--- src/rtl/pic_seq_pkg.sv ---
`timescale 1ns/1ps
package pic_seq_pkg;

   // Setup sequencer states
   typedef enum logic [1:0] {
      ST_RUN  = 2'd0,
      ST_BASE = 2'd1,
      ST_CASC = 2'd2,
      ST_MODE = 2'd3
   } seq_st_e;

   // Command opcode held in data[7:5]
   typedef enum logic [2:0] {
      OP_RAEOI_OFF = 3'd0,
      OP_EOI       = 3'd1,
      OP_NOP       = 3'd2,
      OP_SEOI      = 3'd3,
      OP_RAEOI_ON  = 3'd4,
      OP_REOI      = 3'd5,
      OP_SETPRI    = 3'd6,
      OP_RSEOI     = 3'd7
   } cmd_op_e;

   // Bit positions the decoder depends on
   localparam int B_INIT     = 4;
   localparam int B_MODECMD  = 3;
   localparam int B_NEED4    = 0;
   localparam int B_POLL     = 2;
   localparam int B_RSEL_EN  = 1;
   localparam int B_RSEL     = 0;
   localparam int B_SMM_EN   = 6;
   localparam int B_SMM      = 5;
   localparam int B_SFNM     = 4;
   localparam int B_AEOI     = 1;
   localparam int OP_LSB     = 5;

endpackage

--- src/rtl/pic_seq_init_fsm.sv ---
`timescale 1ns/1ps
module pic_seq_init_fsm
   import pic_seq_pkg::*;
#(
   parameter int LINES  = 8,
   parameter int DW     = 8,
   localparam int IDW    = $clog2(LINES),
   localparam int BASE_W = DW - IDW
) (
   input  logic              clk,
   input  logic              rst_n,
   input  logic              start_i,
   input  logic              dat_wr_i,
   input  logic              need4_i,
   input  logic [BASE_W-1:0] base_i,
   input  logic              sfnm_i,
   input  logic              aeoi_i,
   output logic              busy_o,
   output logic              run_wr_o,
   output logic [BASE_W-1:0] base_o,
   output logic              sfnm_o,
   output logic              aeoi_o
);

   seq_st_e st_q;
   logic    need4_q;

   always_ff @(posedge clk or negedge rst_n) begin
      if (!rst_n) begin
         st_q    <= ST_RUN;
         need4_q <= 1'b0;
         base_o  <= '0;
         sfnm_o  <= 1'b0;
         aeoi_o  <= 1'b0;
      end else if (start_i) begin
         st_q    <= ST_BASE;
         need4_q <= need4_i;
         if (!need4_i) begin
            sfnm_o <= 1'b0;
            aeoi_o <= 1'b0;
         end
      end else if (dat_wr_i) begin
         case (st_q)
            ST_BASE: begin
               base_o <= base_i;
               st_q   <= ST_CASC;
            end
            ST_CASC: st_q <= need4_q ? ST_MODE : ST_RUN;
            ST_MODE: begin
               sfnm_o <= sfnm_i;
               aeoi_o <= aeoi_i;
               st_q   <= ST_RUN;
            end
            default: ;
         endcase
      end
   end

   assign busy_o   = (st_q != ST_RUN);
   assign run_wr_o = dat_wr_i && (st_q == ST_RUN);

endmodule

--- src/rtl/pic_seq_isr.sv ---
`timescale 1ns/1ps
module pic_seq_isr #(
   parameter int LINES = 8,
   localparam int IDW  = $clog2(LINES)
) (
   input  logic             clk,
   input  logic             rst_n,
   input  logic [LINES-1:0] set_i,
   input  logic [LINES-1:0] clr_i,
   input  logic [IDW-1:0]   ofs_i,
   output logic [LINES-1:0] isr_o,
   output logic             top_vld_o,
   output logic [IDW-1:0]   top_line_o
);

   logic [LINES-1:0] rot;
   logic [IDW-1:0]   idx;

   for (genvar g = 0; g < LINES; g++) begin : g_bit
      localparam logic [IDW-1:0] GI = IDW'(g);
      // set beats clear: a fresh acknowledge stays in service
      always_ff @(posedge clk or negedge rst_n) begin
         if (!rst_n) isr_o[g] <= 1'b0;
         else        isr_o[g] <= set_i[g] | (isr_o[g] & ~clr_i[g]);
      end
      // priority view: position 0 is the line at the rotation offset
      assign rot[g] = isr_o[GI + ofs_i];
   end

   always_comb begin
      idx = '0;
      for (int k = LINES - 1; k >= 0; k--) begin
         if (rot[k]) idx = IDW'(k);
      end
   end

   assign top_vld_o  = |isr_o;
   assign top_line_o = idx + ofs_i;

endmodule

--- src/rtl/pic_seq_rdmux.sv ---
`timescale 1ns/1ps
module pic_seq_rdmux #(
   parameter int LINES = 8,
   parameter int DW    = 8,
   localparam int IDW  = $clog2(LINES)
) (
   input  logic             re_i,
   input  logic             a0_i,
   input  logic             rsel_i,
   input  logic             poll_i,
   input  logic [LINES-1:0] irr_i,
   input  logic [LINES-1:0] isr_i,
   input  logic [LINES-1:0] imr_i,
   input  logic             win_vld_i,
   input  logic [IDW-1:0]   win_line_i,
   output logic [DW-1:0]    dout_o
);

   logic [DW-1:0] poll_val;
   logic [DW-1:0] reg_val;

   assign poll_val = win_vld_i ? DW'(win_line_i) : DW'(LINES - 1);

   always_comb begin
      if (a0_i)        reg_val = DW'(imr_i);
      else if (rsel_i) reg_val = DW'(isr_i);
      else             reg_val = DW'(irr_i);
   end

   always_comb begin
      if (!re_i)       dout_o = '0;
      else if (poll_i) dout_o = poll_val;
      else             dout_o = reg_val;
   end

endmodule

--- src/rtl/pic_cmd_seq.sv ---
`timescale 1ns/1ps
module pic_cmd_seq
   import pic_seq_pkg::*;
#(
   parameter int LINES  = 8,
   parameter int DW     = 8,
   localparam int IDW    = $clog2(LINES),
   localparam int BASE_W = DW - IDW
) (
   input  logic              clk,
   input  logic              rst_n,
   input  logic              cs_i,
   input  logic              wr_i,
   input  logic              rd_i,
   input  logic              a0_i,
   input  logic [DW-1:0]     din_i,
   output logic [DW-1:0]     dout_o,
   input  logic [LINES-1:0]  irr_i,
   input  logic              win_vld_i,
   input  logic [IDW-1:0]    win_line_i,
   input  logic              ack_vld_i,
   input  logic [IDW-1:0]    ack_line_i,
   output logic [LINES-1:0]  imr_o,
   output logic [LINES-1:0]  isr_o,
   output logic [BASE_W-1:0] vec_base_o,
   output logic [IDW-1:0]    rot_ofs_o,
   output logic              aeoi_o,
   output logic              sfnm_o,
   output logic              smask_o,
   output logic              rot_aeoi_o,
   output logic              init_busy_o,
   output logic [LINES-1:0]  pend_clr_o
);

   // Elaboration checks: command fields are fixed byte positions
   if (DW != 8) begin : g_bad_dw
      $error("pic_cmd_seq: DW must be 8");
   end
   if (LINES < 2 || LINES > 8 || LINES != (1 << IDW)) begin : g_bad_lines
      $error("pic_cmd_seq: LINES must be 2, 4 or 8");
   end

   // ---------------- bus decode ----------------
   logic    we, re;
   logic    wr_cmd, init_w, mode_w, op_w, dat_w;
   cmd_op_e op;
   logic [IDW-1:0] lin;

   assign we     = cs_i & wr_i;
   assign re     = cs_i & rd_i;
   assign wr_cmd = we & ~a0_i;
   assign dat_w  = we & a0_i;
   assign init_w = wr_cmd &  din_i[B_INIT];
   assign mode_w = wr_cmd & ~din_i[B_INIT] &  din_i[B_MODECMD];
   assign op_w   = wr_cmd & ~din_i[B_INIT] & ~din_i[B_MODECMD];
   assign op     = cmd_op_e'(din_i[OP_LSB +: 3]);
   assign lin    = din_i[IDW-1:0];

   // ---------------- setup sequence ----------------
   logic run_wr;

   pic_seq_init_fsm #(.LINES(LINES), .DW(DW)) u_init (
      .clk      (clk),
      .rst_n    (rst_n),
      .start_i  (init_w),
      .dat_wr_i (dat_w),
      .need4_i  (din_i[B_NEED4]),
      .base_i   (din_i[DW-1:IDW]),
      .sfnm_i   (din_i[B_SFNM]),
      .aeoi_i   (din_i[B_AEOI]),
      .busy_o   (init_busy_o),
      .run_wr_o (run_wr),
      .base_o   (vec_base_o),
      .sfnm_o   (sfnm_o),
      .aeoi_o   (aeoi_o)
   );

   // ---------------- in-service register ----------------
   logic [LINES-1:0] isr_set, isr_clr;
   logic             top_vld;
   logic [IDW-1:0]   top_line;
   logic [IDW-1:0]   ofs_q, ofs_d;

   pic_seq_isr #(.LINES(LINES)) u_isr (
      .clk        (clk),
      .rst_n      (rst_n),
      .set_i      (isr_set),
      .clr_i      (isr_clr),
      .ofs_i      (ofs_q),
      .isr_o      (isr_o),
      .top_vld_o  (top_vld),
      .top_line_o (top_line)
   );

   // ---------------- mode registers ----------------
   logic [LINES-1:0] imr_q;
   logic             rsel_q, smask_q, poll_q, rot_aeoi_q;
   logic             poll_hit;

   assign poll_hit = re & poll_q & win_vld_i;

   always_comb begin
      isr_set = '0;
      if (ack_vld_i && !aeoi_o) isr_set = LINES'(1) << ack_line_i;
   end

   always_comb begin
      isr_clr = '0;
      if (op_w) begin
         case (op)
            OP_EOI, OP_REOI:  if (top_vld) isr_clr = LINES'(1) << top_line;
            OP_SEOI, OP_RSEOI: isr_clr = LINES'(1) << lin;
            default: ;
         endcase
      end
      if (poll_hit) isr_clr = isr_clr | (LINES'(1) << win_line_i);
   end

   always_comb begin
      ofs_d = ofs_q;
      if (ack_vld_i && aeoi_o && rot_aeoi_q) ofs_d = ack_line_i + IDW'(1);
      if (init_w) begin
         ofs_d = '0;
      end else if (op_w) begin
         case (op)
            OP_REOI:            if (top_vld) ofs_d = top_line + IDW'(1);
            OP_SETPRI, OP_RSEOI: ofs_d = lin + IDW'(1);
            default: ;
         endcase
      end
   end

   always_ff @(posedge clk or negedge rst_n) begin
      if (!rst_n) begin
         ofs_q      <= '0;
         imr_q      <= '0;
         rsel_q     <= 1'b0;
         smask_q    <= 1'b0;
         poll_q     <= 1'b0;
         rot_aeoi_q <= 1'b0;
      end else begin
         ofs_q <= ofs_d;
         if (init_w) begin
            imr_q   <= '0;
            rsel_q  <= 1'b0;
            smask_q <= 1'b0;
         end else if (run_wr) begin
            imr_q <= din_i[LINES-1:0];
         end else if (mode_w) begin
            if (din_i[B_RSEL_EN]) rsel_q  <= din_i[B_RSEL];
            if (din_i[B_SMM_EN])  smask_q <= din_i[B_SMM];
         end
         if (mode_w && din_i[B_POLL]) poll_q <= 1'b1;
         else if (re)                 poll_q <= 1'b0;
         if (op_w && (op == OP_RAEOI_OFF || op == OP_RAEOI_ON))
            rot_aeoi_q <= din_i[OP_LSB + 2];
      end
   end

   // ---------------- read path ----------------
   pic_seq_rdmux #(.LINES(LINES), .DW(DW)) u_rd (
      .re_i       (re),
      .a0_i       (a0_i),
      .rsel_i     (rsel_q),
      .poll_i     (poll_q),
      .irr_i      (irr_i),
      .isr_i      (isr_o),
      .imr_i      (imr_q),
      .win_vld_i  (win_vld_i),
      .win_line_i (win_line_i),
      .dout_o     (dout_o)
   );

   assign pend_clr_o = poll_hit ? (LINES'(1) << win_line_i) : '0;
   assign imr_o      = imr_q;
   assign rot_ofs_o  = ofs_q;
   assign smask_o    = smask_q;
   assign rot_aeoi_o = rot_aeoi_q;

endmodule

--- config.mk ---
export PLATFORM = sky130hd
export DESIGN_NAME = pic_cmd_seq
export DESIGN_NICKNAME = d
export VERILOG_FILES = /design/src/rtl/pic_seq_pkg.sv /design/src/rtl/pic_seq_init_fsm.sv /design/src/rtl/pic_seq_isr.sv /design/src/rtl/pic_seq_rdmux.sv /design/src/rtl/pic_cmd_seq.sv
export SDC_FILE = /design/constraint.sdc
export NUM_CORES = 1
export LEC_CHECK = 0
export ABC_AREA = 1
export CORE_MARGIN = 2
export CORE_UTILIZATION = 54
export DETAILED_ROUTE_END_ITERATION = 12
export GPL_TIMING_DRIVEN = 0
export PLACE_DENSITY = 0.88
export REMOVE_ABC_BUFFERS = 1
export SLEW_MARGIN = 10
export SYNTH_ARGS = -nofsm -noshare
export SYNTH_HDL_FRONTEND = slang
export SYNTH_SLANG_ARGS = --single-unit
--- constraint.sdc ---
create_clock -name clk -period 5.4 [get_ports clk]
set_input_delay 1.35 -clock clk [delete_from_list [all_inputs] [get_ports clk]]
set_output_delay 1.35 -clock clk [all_outputs]
set_load 0.1 [all_outputs]
# [Word-level counts from Yosys, hierarchy flattened]
# Index checks and enable logic that the tools add are counted.
[totals] register_bits=33 latchBits=0 ram_bits=0 rom_bits=0 inputBits=30 output_inout_bits=45 wordCells=183 n_memories=0
[op_classes] add_sub_neg=11 multipliers=0 n_div=0 magnitude_cmp=8 n_eq_ne=11 shift=4 muxes=63 n_bitwise=39 n_reduce_logical=28
[ops] op="2-to-1 mux 8 bit" count=11
[ops] op="2-to-1 mux 3 bit" count=13
[ops] op="less-than comparator 3 x 4 -> 1 bit (second input constant)" count=8
[ops] op="left shift 1 x 3 -> 8 bit (first input constant)" count=4
[ops] op="2-to-1 mux 1 bit" count=25
[ops] op="binary-select mux 1 bit (select 3 bit)" count=8
[ops] op="bitwise AND 1 bit" count=18
[ops] op="case mux 8 bit (2 select lines)" count=1
[ops] op="nonzero test 2 bit" count=8
[ops] op="adder 3 bit (first input constant)" count=4
[ops] op="== test 3 bit (second input constant)" count=4
[ops] op="NOT 1 bit" count=12
[ops] op="AND reduction 3 bit" count=4
[ops] op="adder 3 x 1 -> 3 bit (second input constant)" count=3
[ops] op="OR 1 bit" count=8
[ops] op="OR 8 bit" count=1
[ops] op="OR reduction 8 bit" count=1
[ops] op="adder 2 x 3 -> 3 bit (first input constant)" count=2
[ops] op="logical AND 1 bit" count=6
[ops] op="2-to-1 mux 2 bit" count=3
[ops] op="case mux 2 bit (3 select lines)" count=1
[ops] op="case mux 3 bit (2 select lines)" count=1
[ops] op="OR reduction 2 bit" count=3
[ops] op="== test 2 bit (second input constant)" count=2
[ops] op="12 further kinds" count=13

# [Longest topological paths before layout]
# Gate-level depths: netlist (run 1).
[logic_depth] word_depth=21 depth_mapped=22 mapped_depth_nobuf=22

# [Hierarchy]
# A second synthesis (run 1) with hierarchy kept.
[unflattened] hier_cells=489 area_unflattened_um2=3140.5
[modules_own_cells] module="pic_cmd_seq" n_inst=1 cells_each=228 area_per_inst_um2=1490.2 seq_area_each_um2=375.4
[modules_own_cells] module="pic_seq_isr" n_inst=1 cells_each=131 area_per_inst_um2=847.1 seq_area_each_um2=200.2
[modules_own_cells] module="pic_seq_init_fsm" n_inst=1 cells_each=64 area_per_inst_um2=518.0 seq_area_each_um2=250.2
[modules_own_cells] module="pic_seq_rdmux" n_inst=1 cells_each=66 area_per_inst_um2=285.3 seq_area_each_um2=0.0

# [Worst setup path before layout (run 1)]
# OpenSTA, ideal clock, no wires.
[synth_timing] path_type="input to output" startpoint="input cs_i" endpoint="output dout_o[0]" arrival_time_ns=3.838 required_time_ns=4.050 slack_ns=0.212 cell_stages=4 n_path_buf=0 cell_sequence="nand2_1 nor2_1 inv_1 o21ai_0"
[synth_between] elab_chain_len=2
[synth_lines] item="start, declared" line="pic_cmd_seq.sv:12" rtl="input logic cs_i,"
[synth_lines] item="bitwise AND 1 bit" line="pic_cmd_seq.sv:50" rtl="assign re = cs_i & rd_i;"
[synth_lines] item="2-to-1 mux 8 bit" line="pic_seq_rdmux.sv:31" rtl="if (!re_i) dout_o = '0;"
[synth_lines] item="end, declared" line="pic_cmd_seq.sv:17" rtl="output logic [DW-1:0] dout_o,"
# Every way passes these cells.

# [Final worst setup path (run 1)]
[layout_timing] startpoint="input cs_i" endpoint="output dout_o[2]"
# Same word-level chain as after synthesis.

==> flow_summary_export.csv, run 1 <==
group,metric,value,unit
clock_tree,post_cts_buffers,0,
worst_setup_path,cp.depth,6,
worst_setup_path,cp_max_fo,7,
worst_setup_path,rrSetupSlack,1.43,ns
worst_setup_path,cp.required,4.05,ns
logic_synthesis,synth_cells,422,
logic_synthesis,synth_area,0.00290,sq mm
worst_setup_path,startpoint_type,"input port",
timing,drv_slew,0,
timing,tightest_slew,0.991,ns
worst_setup_path,worstSetupStartpoint,"cs_i",
layout,area_growth,30.2,%
logic_synthesis,yosysMostFrequentCell,"nand2_1",
floorplanning,dieArea,0.00598,sq mm
global_route,grt_overflow,0,
logic_synthesis,yosys.area.top_type,"dfrtp_1",
logic_synthesis,synth_flop_cell,"dfrtp_1",
timing,setup_viol,0,
floorplanning,rows,26,
clock_tree,cts_tree,"built",
power,irDropWorstVdd,0.550,mV
floorplanning,initial_core_util,56.5,%
clock_tree,clock_sinks,33,
layout,drive_above_1_share,9.27,%
global_route,grtUsageTotal,27.9,%
layout,fill_cells,435,
clock_tree,cts_made_buffers,5,
worst_setup_path,cp_data_arrival_time,3.83,ns
drt,drc_errors,0,
run_status,status,"complete, no violations",
worst_setup_path,cp-end-kind,"output port",
timing,min_period,5.18,ns
clock_tree,cts-htree-levels,2,
placement,gp_congestion,0.882,
logic_synthesis,synth.distinct_cells,36,
logic_synthesis,synth_area_leaders,"dfrtp_1 28%, nand2_1 14%, ha_1 8.6%",
logic_synthesis,synth_top_area_share,28.4,%
drt,ant_nets,0,
placement,place_inst,558,
logic_synthesis,seq_area_frac_synth,28.4,%
logic_synthesis,synthArstFlopShare,100,%
global_route,grt_max_degree,34,
global_route,grt_pass1_vias,2952,
worst_setup_path,crit_path_cell_trace,"clkdlybuf4s50_1 > nand2_1 > nor2_1 > o21ai_0 > o32ai_1 > clkdlybuf4s50_1",
worst_setup_path,r2r_cells,21,
clock_tree,clk_latency,0.28,ns
timing,fin_setup_tns,0,ns
clock_tree,clock_path_buffers,2,
timing,slew_headroom,33.7,%
global_route,antenna_found_initial,0,
logic_synthesis,synth_enable_flop_cells,0,
worst_setup_path,crit_end,"dout_o[2]",
drt,dr.pass1.iters,5,
logic_synthesis,avgSynthCellArea,6.88,sq um
clock_tree,cts_root_buf,"clkbuf_8",
worst_setup_path,timing.critical_path.buf_inv,2,
worst_setup_path,critical_path.top_delay_family,"buffers and inverters",
timing,fmaxAchievable,193,MHz
drt,vias,3093,
floorplanning,core-area,0.00514,sq mm
run,drv_cap,0,
min_path,hold_class,"flop to flop",
power,p_per_area,557,mW/mm^2
worst_setup_path,worst-setup-path-type,"input port to output port",
layout,fin_nets,546,
worst_setup_path,r2r_start,"rot_ofs_o[0]",
clock_tree,hold_buffers,0,
global_route,grt_first_pass_wirelength,13500,um
worst_setup_path,path_common_cell,"clkdlybuf4s50_1",
timing,finalClockSkew,0.00729,ns
layout,diodes,0,
timing,final-hold-violation-count,0,
clock_tree,ctsResizeCount,0,
worst_setup_path,cpMaxStageDelayCell,"clkdlybuf4s50_1",
drt,routed_wl,8150,um
floorplanning,die_x,77.3,um
timing,rsz0062_at_grt,"false",
worst_setup_path,rr_endpoint,"u_isr.isr_o[3]",
placement,dp_hpwl,6600,um
drt,vias_per_cell,5.46,
floorplanning,ios,75,
drt,drtIter0Drc,237,
clock_tree,path_clk_slew,0.07,ns
logic_synthesis,synth.top_cells.by_count,"106 x nand2_1, 55 x inv_1, 46 x nand3_1, 46 x o21ai_0, 35 x nor2_1",
worst_setup_path,slowest_delay,1.20,ns
drt,wl_per_cell,14.4,um
logic_synthesis,ys_warn_count,0,
layout,instances_no_fill,566,
floorplanning,die-height,77.3,um
placement,numPortBuffers,74,
power,power_leakage,0.00187,uW
logic_synthesis,ys_ff_latch,33,
timing,post-route-period-util,96.0,%
flip-flops by register name, summed over array words and instances (netlist names):
signal and count:
imr_o 8, poll_q 1, rot_aeoi_o 1, rot_ofs_o 3, rsel_q 1, smask_o 1, u_init.aeoi_o 1, u_init.base_o 5
u_init.need4_q 1, u_init.sfnm_o 1, u_init.st_q 2, u_isr.isr_o 8
cell usage in the layout, fill, tap and decap left out, types with 2 or more instances in the layout:
master / instances
nand2_1: 106
clkbuf_8: 7
nor2_1: 35
nand2_2: 14
inv_2: 3
dfrtp_1: 33
nand3_1: 46
o21ai_0: 46
ha_1: 20
xor2_1: 2
nand2_4: 5
nand3_2: 7
a21oi_1: 10
clkdlybuf4s50_1: 73
nor2_4: 2
a31oi_1: 4
o211ai_1: 6
inv_1: 55
nor3_2: 2
nand4_1: 3
metal layers:
layer	up-vias	global-route usage [%]	wire [um]
li1	1515	-	-
met4	0	6.96	74
met1	1449	36.2	3560
met2	120	49.0	4030
met5	-	0	0
met3	9	3.88	487
logic make-up after synthesis:
group | count (synthesis) | share of synthesized area [%]
XOR/XNOR | 4 | 1.47
AND/OR/NAND/NOR | 224 | 37.5
flip-flops | 33 | 28.4
buffers and inverters | 67 | 9.48
AO/OA/AOI/OAI | 73 | 13.8
adder cells (fa/ha/maj) | 21 | 9.31
tightest hold or removal path, stage by stage (launching register included):
cell and delay (ns):
dfrtp_1 0.35, nand2_1 0.05, o21ai_0 0.06
area by class of cell:
class / count / area (sq um) / area share [%]
Multi-Input combinational cell: 322 / 1800 / 47.7
Sequential cell: 33 / 826 / 21.9
Timing Repair Buffer: 74 / 736 / 19.5
Inverter: 59 / 226 / 5.99
Clock buffer: 7 / 96.3 / 2.55
Tap cell: 70 / 87.6 / 2.32
Clock inverter: 1 / 5.00 / 0.132
power by group:
part / leakage (uW) / switching [uW] / total (uW) / internal [uW]
sequential: 0.000395 / 106 / 423 / 317
clock: 0.0000542 / 92.8 / 208 / 115
combinational: 0.00142 / 1070 / 1470 / 401
total: 0.00187 / 1270 / 2100 / 834
worst min-delay path by stage:
stage,from,endpoint,cells after the start
after CTS,u_init.base_o[4],u_init.base_o[4],2
final,u_init.base_o[4],u_init.base_o[4],2
after detailed placement,u_init.base_o[4],u_init.base_o[4],2
after global routing,u_init.base_o[1],u_init.base_o[1],2
after global placement,u_init.base_o[0],u_init.base_o[0],2
after floorplan,poll_q,poll_q,2
per-stage QoR:
| stage | total power [uW] | setup slack [ns] | hold WS, ns | utilization [%] | cell area, sq um |
|---|---|---|---|---|---|
| floorplan | 1550 | 0.203 | 0.469 | - | 2850 |
| global placement | 1840 | 0.307 | 0.471 | 71.6 | 3680 |
| detailed placement | 1890 | 0.263 | 0.478 | 71.5 | 3680 |
| CTS | 2100 | 0.251 | 0.499 | 73.5 | 3780 |
| global route | 2240 | 0.143 | 0.523 | 73.5 | 3780 |
| finish | 2100 | 0.216 | 0.496 | 73.5 | 3780 |
Note: power is estimated with default switching activity, not from simulation.
==> run 2: changes to the inputs <==
CAP_MARGIN = 20   (was unset)
==> results of run 2 <==
Final layout, timing and power as in run 1 (identical DEF).
==> run 3: changes to the inputs <==
CORE_UTILIZATION = 50   (was 54)
PLACE_DENSITY = 0.83   (was 0.88)
REMOVE_ABC_BUFFERS = unset   (was 1)
clock period = 4.8 ns   (was 5.4 ns; I/O delays follow)
==> run 3 against run 2 <==
Sequential share of layout area decreased by 0.54 points. Final cell count increased by 1.8%. Highest routed layer unchanged. Worst hold slack improved by 0.0020 ns. Power increased by 15%. Die area increased by 7.6%.
==> flow_summary_export.csv, run 3 (same netlist as run 1, synthesis figures left out) <==
group,metric,value,unit
timing,hold_ws,0.498,ns
worst_setup_path,worst-setup-path-type,"input port to output port",
floorplanning,core-area,0.00554,sq mm
layout,final_area,0.00387,sq mm
worst_setup_path,cpMaxStageDelayCell,"clkdlybuf4s50_1",
worst_setup_path,cp-end-kind,"output port",
layout,diodes,0,
timing,setup_viol,0,
floorplanning,die-height,80.2,um
clock_tree,cts_tree,"built",
placement,numPortBuffers,74,
placement,placed_area,0.00373,sq mm
clock_tree,clock_sinks,33,
global_route,grt_first_pass_wirelength,13300,um
layout,area_growth,33.5,%
layout,seq_area,826,sq um
worst_setup_path,timing.critical_path.buf_inv,2,
timing,finalClockSkew,0.0100,ns
worst_setup_path,slowest_delay,1.15,ns
clock_tree,cts-htree-levels,2,
global_route,antenna_found_initial,0,
clock_tree,clk_latency,0.29,ns
layout,multi_input_area,0.00180,sq mm
placement,dp_hpwl,6410,um
floorplanning,initial_core_util,52.4,%
run_status,status,"complete, no violations",
worst_setup_path,crit_path_cell_trace,"clkdlybuf4s50_1 > nand2_1 > nor2_1 > nand2_1 > nor2_1 > clkdlybuf4s50_1",
power,irDropWorstVdd,0.380,mV
drt,vias,3046,
layout,fin_nets,554,
min_path,hold_path_end,"u_init.base_o[0]",
floorplanning,dieArea,0.00643,sq mm
global_route,grt_overflow,0,
worst_setup_path,startpoint_type,"input port",
drt,vias_per_cell,5.29,
timing,drv_slew,0,
worst_setup_path,critical_path.top_delay_family,"buffers and inverters",
layout,final_cell_mix,"106 x nand2_1, 59 x clkdlybuf4s50_1, 55 x inv_1",
timing,final-hold-violation-count,0,
worst_setup_path,rr_endpoint,"rot_ofs_o[2]",
clock_tree,hold_buffers,0,
timing,fin_setup_tns,0,ns
worst_setup_path,cp_max_fo,5,
power,power_leakage,0.00213,uW
timing,post-route-period-util,97.2,%
worst_setup_path,cp_data_arrival_time,3.47,ns
drt,drc_errors,0,
global_route,grt_pass1_vias,2991,
floorplanning,rows,27,
clock_tree,cts_made_buffers,5,
timing,fmaxAchievable,214,MHz
drt,routed_wl,8010,um
run,drv_cap,0,
worst_setup_path,r2r_start,"rot_ofs_o[1]",
clock_tree,path_clk_slew,0.08,ns
layout,final_common_cell,"nand2_1",
clock_tree,clock_path_buffers,2,
timing,worst_slack,0.134,ns
min_path,min_path_cells,2,
placement,gp_congestion,0.881,
min_path,min_from,"u_init.base_o[0]",
drt,drtIter0Drc,185,
timing,slew_headroom,33.5,%
timing,min_period,4.67,ns
drt,dr.pass1.iters,7,
worst_setup_path,rrSetupSlack,0.98,ns
global_route,grtUsageTotal,26.2,%
worst_setup_path,r2r_cells,22,
logic_synthesis,synth_nets,473,
timing,tightest_slew,0.995,ns
layout,drive_above_1_share,9.72,%
floorplanning,ios,75,
clock_tree,cts_root_buf,"clkbuf_8",
layout,fill_cells,452,
worst_setup_path,cp.required,3.60,ns
min_path,hold_class,"flop to flop",
floorplanning,die_x,80.2,um
global_route,grt_max_degree,34,
drt,wl_per_cell,13.9,um
timing,rsz0062_at_grt,"false",
drt,ant_nets,0,
power,p_per_area,625,mW/mm^2
placement,place_ws,-0.00271,ns
-- run 3: cell types whose count changed in the layout (fill, tap and decap cells not counted), moves of 2 or more --
cell / before / now
buf_6: 0 / 2
clkdlybuf4s50_1: 73 / 59
clkbuf_8: 7 / 5
dlymetal6s2s_1: 0 / 13
clkbuf_1: 0 / 5
-- run 3: metal layers --
| layer | global-route usage, % | routed length, um |
|---|---|---|
| met4 | 7.29 | 102 |
| met3 | 4.72 | 459 |
| met5 | 0 | 0 |
| met2 | 46.7 | 3900 |
| met1 | 32.4 | 3550 |
-- run 3: metrics by stage --
| step | total power (uW) | std cells | util (%) |
|---|---|---|---|
| 6_report | 2420 | 576 | 69.9 |
| 5_1_grt | 2580 | 576 | 69.9 |
| 4_1_cts | 2420 | 576 | 69.4 |
| 3_5_place_dp | 2150 | 568 | 67.3 |
| 3_3_place_gp | 2100 | 568 | 67.4 |
| 2_1_floorplan | 1770 | 422 | - |
-- run 3: cell type report --
cell class | count | share of cell area (%)
well taps | 72 | 2.32
inverters | 59 | 5.84
multi-input cells | 322 | 46.5
clock inverters | 3 | 1.19
plain buffers | 8 | 1.26
clock buffers | 5 | 1.78
flip-flops and latches | 33 | 21.3
repair buffers | 74 | 19.8
-- run 3: power by group --
group / switching (uW) / leakage [uW] / total, uW / internal (uW)
Clock: 116 / 0.0000543 / 271 / 155
Sequential: 77.7 / 0.000395 / 435 / 357
Combinational: 1240 / 0.00168 / 1720 / 473
-- run 3: worst min-delay path, delay by kind of cell (launching register included) --
kind	cells	cell delay, ns
AOI/OAI and AO/OA	1	0.07
DFF	1	0.35
and+or+nand+nor	1	0.05
-- run 3: worst max path at each step --
stage | from | depth (start not counted) | endpoint | slack [ns]
2_1_floorplan | cs_i | 4 | dout_o[0] | -0.09
3_3_place_gp | a0_i | 6 | dout_o[7] | 0.02
3_5_place_dp | a0_i | 6 | dout_o[5] | -0.003
4_1_cts | a0_i | 6 | dout_o[7] | 0.009
5_1_grt | cs_i | 6 | pend_clr_o[0] | 0.02
6_report | cs_i | 6 | pend_clr_o[0] | 0.13
-- run 3: repair_timing --
item | 4_1_cts | 5_1_grt
gates resized for setup | 1 | 13
buffers inserted | 0 | 0
cloned | 0 | 0
endpoints found under the setup margin | 1 | 13
hold endpoints to repair | 0 | 0
